File: src/rtl/rsp_pkg.sv
package rsp_pkg;

    localparam int STAT_W = 8;

    // identifier field and transfer-check field of the status byte
    localparam logic [1:0] DEV_ID    = 2'b01;
    localparam logic [2:0] CHECK_PAT = 3'b101;

    // status byte, bit 7 first: ready, zero, out-of-range, id[1:0], pattern[2:0]
    function automatic logic [STAT_W-1:0] status_byte(input logic ovr);
        return {1'b0, 1'b0, ovr, DEV_ID, CHECK_PAT};
    endfunction

endpackage

File: src/rtl/rsp_edge_sync.sv
module rsp_edge_sync #(
    parameter int STAGES = 2
) (
    input  logic clk_i,
    input  logic rst_ni,
    input  logic sclk_i,
    output logic fall_o,
    output logic rise_o
);

    // STAGES synchronizer flops plus one history flop for edge detection
    localparam int CW = STAGES + 1;

    typedef struct packed {
        logic [CW-1:0] chain;
    } sync_st_t;

    sync_st_t sync_d, sync_q;

    always_comb begin
        sync_d       = sync_q;
        sync_d.chain = {sync_q.chain[CW-2:0], sclk_i};
    end

    // idle level of the serial clock is high
    always_ff @(posedge clk_i or negedge rst_ni) begin
        if (!rst_ni) begin
            sync_q <= '1;
        end else begin
            sync_q <= sync_d;
        end
    end

    assign fall_o = sync_q.chain[CW-1] & ~sync_q.chain[CW-2];
    assign rise_o = ~sync_q.chain[CW-1] & sync_q.chain[CW-2];

endmodule

File: src/rtl/rsp_update_seq.sv
module rsp_update_seq #(
    parameter int DATA_W   = 16,
    parameter int LEAD_CYC = 4
) (
    input  logic              clk_i,
    input  logic              rst_ni,
    input  logic              strobe_i,
    input  logic [DATA_W-1:0] result_i,
    input  logic              ovr_i,
    output logic              withdraw_o,
    output logic              load_o,
    output logic [DATA_W-1:0] load_data_o,
    output logic              load_ovr_o
);

    localparam int                CNT_W   = (LEAD_CYC > 1) ? $clog2(LEAD_CYC) : 1;
    localparam logic [CNT_W-1:0]  CNT_TOP = CNT_W'(LEAD_CYC - 1);

    typedef struct packed {
        logic              pend;
        logic [CNT_W-1:0]  cnt;
        logic [DATA_W-1:0] data;
        logic              ovr;
    } seq_st_t;

    seq_st_t seq_d, seq_q;

    always_comb begin
        seq_d = seq_q;
        if (strobe_i) begin
            // new result: park it and start the lead count (restarts if pending)
            seq_d.pend = 1'b1;
            seq_d.cnt  = CNT_TOP;
            seq_d.data = result_i;
            seq_d.ovr  = ovr_i;
        end else if (seq_q.pend) begin
            if (seq_q.cnt == '0) begin
                seq_d.pend = 1'b0;
            end else begin
                seq_d.cnt = seq_q.cnt - CNT_W'(1);
            end
        end
    end

    always_ff @(posedge clk_i or negedge rst_ni) begin
        if (!rst_ni) begin
            seq_q <= '0;
        end else begin
            seq_q <= seq_d;
        end
    end

    assign withdraw_o  = strobe_i | seq_q.pend;
    assign load_o      = seq_q.pend & (seq_q.cnt == '0) & ~strobe_i;
    assign load_data_o = seq_q.data;
    assign load_ovr_o  = seq_q.ovr;

endmodule

File: src/rtl/rsp_shift_out.sv
module rsp_shift_out
    import rsp_pkg::*;
#(
    parameter int DATA_W = 16
) (
    input  logic              clk_i,
    input  logic              rst_ni,
    input  logic              fall_i,
    input  logic              rise_i,
    input  logic              withdraw_i,
    input  logic              load_i,
    input  logic [DATA_W-1:0] data_i,
    input  logic              ovr_i,
    output logic              line_o
);

    localparam int               WORD_W = DATA_W + STAT_W;
    localparam int               BIT_W  = $clog2(WORD_W + 1);
    localparam logic [BIT_W-1:0] LAST   = BIT_W'(WORD_W);

    typedef struct packed {
        logic              valid;
        logic [BIT_W-1:0]  bits;
        logic [WORD_W-1:0] word;
        logic              line;
    } shf_st_t;

    shf_st_t shf_d, shf_q;

    always_comb begin
        shf_d = shf_q;
        if (load_i) begin
            // fresh word, shift state restarts, line signals ready
            shf_d.valid = 1'b1;
            shf_d.bits  = '0;
            shf_d.word  = {data_i, status_byte(ovr_i)};
            shf_d.line  = 1'b0;
        end else if (withdraw_i) begin
            // update pending: drop the old word and hold the line high
            shf_d.valid = 1'b0;
            shf_d.bits  = '0;
            shf_d.line  = 1'b1;
        end else if (shf_q.valid) begin
            if (fall_i && (shf_q.bits != LAST)) begin
                shf_d.line = shf_q.word[WORD_W-1];
                shf_d.word = {shf_q.word[WORD_W-2:0], 1'b0};
                shf_d.bits = shf_q.bits + BIT_W'(1);
            end else if (rise_i && (shf_q.bits == LAST)) begin
                // last bit ended: word consumed
                shf_d.valid = 1'b0;
                shf_d.bits  = '0;
                shf_d.line  = 1'b1;
            end
        end
    end

    always_ff @(posedge clk_i or negedge rst_ni) begin
        if (!rst_ni) begin
            shf_q <= '{valid: 1'b0, bits: '0, word: '0, line: 1'b1};
        end else begin
            shf_q <= shf_d;
        end
    end

    assign line_o = shf_q.line;

endmodule

File: src/rtl/rdy_serial_port.sv
module rdy_serial_port #(
    parameter int DATA_W      = 16,
    parameter int LEAD_CYC    = 4,
    parameter int SYNC_STAGES = 2
) (
    input  logic              clk_i,
    input  logic              pwr_rst_ni,
    input  logic              conv_valid_i,
    input  logic [DATA_W-1:0] conv_data_i,
    input  logic              conv_ovr_i,
    input  logic              ser_clk_i,
    output logic              ser_data_o,
    output logic              ser_oe_o
);

    logic              sclk_fall;
    logic              sclk_rise;
    logic              withdraw;
    logic              load;
    logic [DATA_W-1:0] load_data;
    logic              load_ovr;

    typedef struct packed {
        logic oe;
    } top_st_t;

    top_st_t top_d, top_q;

    rsp_edge_sync #(
        .STAGES (SYNC_STAGES)
    ) u_sync (
        .clk_i  (clk_i),
        .rst_ni (pwr_rst_ni),
        .sclk_i (ser_clk_i),
        .fall_o (sclk_fall),
        .rise_o (sclk_rise)
    );

    rsp_update_seq #(
        .DATA_W   (DATA_W),
        .LEAD_CYC (LEAD_CYC)
    ) u_seq (
        .clk_i       (clk_i),
        .rst_ni      (pwr_rst_ni),
        .strobe_i    (conv_valid_i),
        .result_i    (conv_data_i),
        .ovr_i       (conv_ovr_i),
        .withdraw_o  (withdraw),
        .load_o      (load),
        .load_data_o (load_data),
        .load_ovr_o  (load_ovr)
    );

    rsp_shift_out #(
        .DATA_W (DATA_W)
    ) u_shift (
        .clk_i      (clk_i),
        .rst_ni     (pwr_rst_ni),
        .fall_i     (sclk_fall),
        .rise_i     (sclk_rise),
        .withdraw_i (withdraw),
        .load_i     (load),
        .data_i     (load_data),
        .ovr_i      (load_ovr),
        .line_o     (ser_data_o)
    );

    // driver enable: off in power-down, on from the first clock after release
    always_comb begin
        top_d    = top_q;
        top_d.oe = 1'b1;
    end

    always_ff @(posedge clk_i or negedge pwr_rst_ni) begin
        if (!pwr_rst_ni) begin
            top_q <= '0;
        end else begin
            top_q <= top_d;
        end
    end

    assign ser_oe_o = top_q.oe;

endmodule

File: config.mk
export PLATFORM = sky130hd
export DESIGN_NAME = rdy_serial_port
export DESIGN_NICKNAME = d
export VERILOG_FILES = /design/src/rtl/rsp_pkg.sv /design/src/rtl/rsp_edge_sync.sv /design/src/rtl/rsp_update_seq.sv /design/src/rtl/rsp_shift_out.sv /design/src/rtl/rdy_serial_port.sv
export SDC_FILE = /design/constraint.sdc
export NUM_CORES = 1
export LEC_CHECK = 0
export CORE_ASPECT_RATIO = 0.75
export CORE_MARGIN = 2
export CORE_UTILIZATION = 45
export CTS_CLUSTER_DIAMETER = 30
export DETAILED_ROUTE_END_ITERATION = 10
export PLACE_DENSITY = 0.66
export SLEW_MARGIN = 20
export SYNTH_ARGS = -nofsm -noshare
export SYNTH_HDL_FRONTEND = slang
export SYNTH_HIERARCHICAL = 1
export SYNTH_SLANG_ARGS = --single-unit
File: constraint.sdc
create_clock -name clk_i -period 4.41 [get_ports clk_i]
set_input_delay 0.441 -clock clk_i [delete_from_list [all_inputs] [get_ports clk_i]]
set_output_delay 0.441 -clock clk_i [all_outputs]
set_load 0.02 [all_outputs]
==> flow_metrics.tcl <==
set metrics [dict create \
    cts_tree "yes" \
    peakVddDrop_mv 0.220 \
    dr.pass1.iters 4 \
    ff2ff_setup_slack_ns 2.14 \
    async_flop_share_pct 100 \
    die-area_sq_um 6640 \
    ant_nets 0 \
    crit_start "conv_valid_i" \
    post_drt_wl_per_cell_microns 15.0 \
    finalWirelength_microns 4770 \
    ys_seq_area_share_pct 51.2 \
    min_path_type "input pin to async pin" \
    yosysUniqueCellTypes 47 \
    ys_seq_elements 55 \
    clock_path_buffers 2 \
    post-route-min-period_ns 2.50 \
    port_buffers 22 \
    slew_viol_final 0 \
    antenna_found_initial 0 \
    synth.most_common_cell "dfrtp_1" \
    die_y_microns 71.1 \
    status "completed" \
    hold_violations 0 \
    relSlewSlack_pct 48.6 \
    synth_warnings 6 \
    grt_pass1_wl_microns 8070 \
    fin_worst_skew_ns 0.00625 \
    htreeDepth 2 \
    drive_gt1_share_pct 18.8 \
    maxCapViolations 0 \
    clk-insertion-delay-late_ns 0.30 \
    row_count 24 \
    crit_arrival_ns 2.69 \
    drt_iter0_markers 148 \
    clock_sinks 55 \
    synth_common_cells "dfrtp_1 (51), buf_4 (19), mux2_2 (17)" \
    tightestPinTransition_ns 0.771 \
    ctsHoldBuffers 0 \
    netlist_area_sq_um 2700 \
    area_growth_syn_to_layout_pct 6.86 \
    clk_pin_slew_worst_paths_ns 0.09 \
    slowest_stage "and3b_1" \
    fin_nets 262 \
    gp_congestion 0.847 \
    synth_nets 262 \
    end_kind "flip-flop" \
    track_usage_pct 15.3 \
    synth_edf_count 0 \
    synth.top_cell.area_share_pct 47.3 \
    crit_required_ns 4.60 \
    multi_input_area_sq_um 1060 \
    post_cts_resized 0 \
    rsz0062_at_grt "false" \
    crit_path_max_fanout 24 \
    ys.flop_type "dfrtp_1" \
    area.sequential_sq_um 1380 \
    hpwl_microns 3050 \
    setup_tns_ns 0 \
    critPathKind "input pin to flip-flop" \
    cts-root-buf "clkbuf_8" \
    grt_max_degree 56 \
    ys_top_cells_by_area "dfrtp_1 (47%), mux2_2 (7.1%), a221o_1 (5.6%), buf_4 (5.3%), dfstp_2 (3.9%)" \
    cpPeakStageDelay_ns 0.60 \
    numCtsBuffers 5 \
    die_w_microns 93.4 \
    vias 1728 \
    p_per_area_nw_per_um2 419 \
    coreArea_sq_um 5800 \
    startpoint_type "input pin" \
    fin_crit_sh_pct 56.8 \
    final_util_pct 49.8 \
    grt_pass1_vias 1632 \
    r2r_start "u_sync/sync_q[2]" \
    post-cts-setup-buffers 0 \
    ios 23 \
    synth_top_area_cell "dfrtp_1" \
    grt_overflow 0 \
    synthCells 238 \
    via_per_inst 5.45 \
    p_leak_nw 1.20 \
    critPathTopFamily "simple AND/OR/NAND/NOR gates" \
    drc 0 \
    n_fill_cell 522 \
    clock.fmax_ghz 0.399 \
    crit_chain "clkdlybuf4s50_1, buf_4, or2_2, and3b_1, nand2_2, a221o_1" \
    antennaDiodeCount 0 \
    crit_buf_inv 2 \
    start_util_pct 46.6 \
    setup_viol 0 \
    avgSynthCellArea_sq_um 11.3 \
]
placed cells by master (no fill, tap or decap), types with 2 or more instances in the layout:
master / n
a211o_1: 2
a21oi_1: 14
a221o_1: 15
and4bb_2: 2
buf_4: 3
clkbuf_8: 5
clkdlybuf4s50_1: 21
dfrtp_1: 51
dfstp_2: 4
ha_1: 3
inv_1: 6
mux2_2: 17
nand2_1: 15
nand2b_1: 9
nand3_1: 9
nand4_1: 2
nor2_1: 4
nor2_2: 2
nor2b_1: 10
nor3_1: 9
nor3b_1: 2
o211ai_1: 2
o21ai_0: 5
or4_1: 2
kinds of logic after synthesis:
logic type,synth area share (%)
and+or+nand+nor,17.5
adders and majority gates,1.39
AOI/OAI and AO/OA,12.6
buffers and inverters,9.64
other,0.139
DFF,51.2
muxes,7.60
through the flow:
step / instances / power, mW / hold WS, ns / worst slack (ns) / cell area [sq um]
global placement: 309 / 0.941 / 0.347 / 1.63 / 2800
CTS: 317 / 1.22 / 0.287 / 1.94 / 2890
detailed placement: 309 / 0.950 / 0.347 / 1.62 / 2800
global route: 317 / 1.29 / 0.331 / 1.77 / 2890
finish: 317 / 1.21 / 0.262 / 1.91 / 2890
floorplan: 238 / 0.891 / 0.145 / 2.52 / 2700
registers in the layout, summed over array words and instances, names as in the netlist:
| signal | flops |
|---|---|
| u_sync/sync_q | 3 |
| u_seq/load_data_o | 16 |
| u_seq/load_ovr_o | 1 |
| u_shift/line_o | 1 |
| ser_oe_o | 1 |
| u_seq/seq_q | 3 |
| u_shift/shf_q | 30 |
area by class of cell:
type                       instances  share of cell area, %
sequential                        55                   47.9
multi-input combinational        145                   36.8
timing repair buffer              25                   8.24
tap                               78                   3.38
clock buffer                       6                   2.52
inverter                           6                  0.781
clock inverter                     2                  0.434
power breakdown:
group	switching [mW]	internal (mW)	total [mW]
Combinational	0.127	0.152	0.279
Sequential	0.0462	0.616	0.662
Clock	0.156	0.111	0.267
Total	0.329	0.879	1.21
final timing paths:
| kind | endpoint | cells after the start |
|---|---|---|
| max in group asynchronous | u_shift/shf_q[21] | 2 |
| min in group clk_i | u_sync/sync_q[1] | 0 |
| worst max register to register | u_shift/shf_q[9] | 4 |
| worst min-delay path | u_shift/shf_q[27] | 2 |
| worst min register to register | u_sync/sync_q[1] | 0 |
| worst max-delay path | u_shift/shf_q[9] | 6 |
layer usage:
layer | part of all wire (%) | vias to the layer above | track usage, %
met5 | 0 | - | 0
met4 | 0.55 | 0 | 3.76
met3 | 4.3 | 2 | 3.62
met2 | 42 | 36 | 20.1
met1 | 54 | 857 | 25.1
li1 | - | 833 | -
Power figures use the tool's default switching activity.
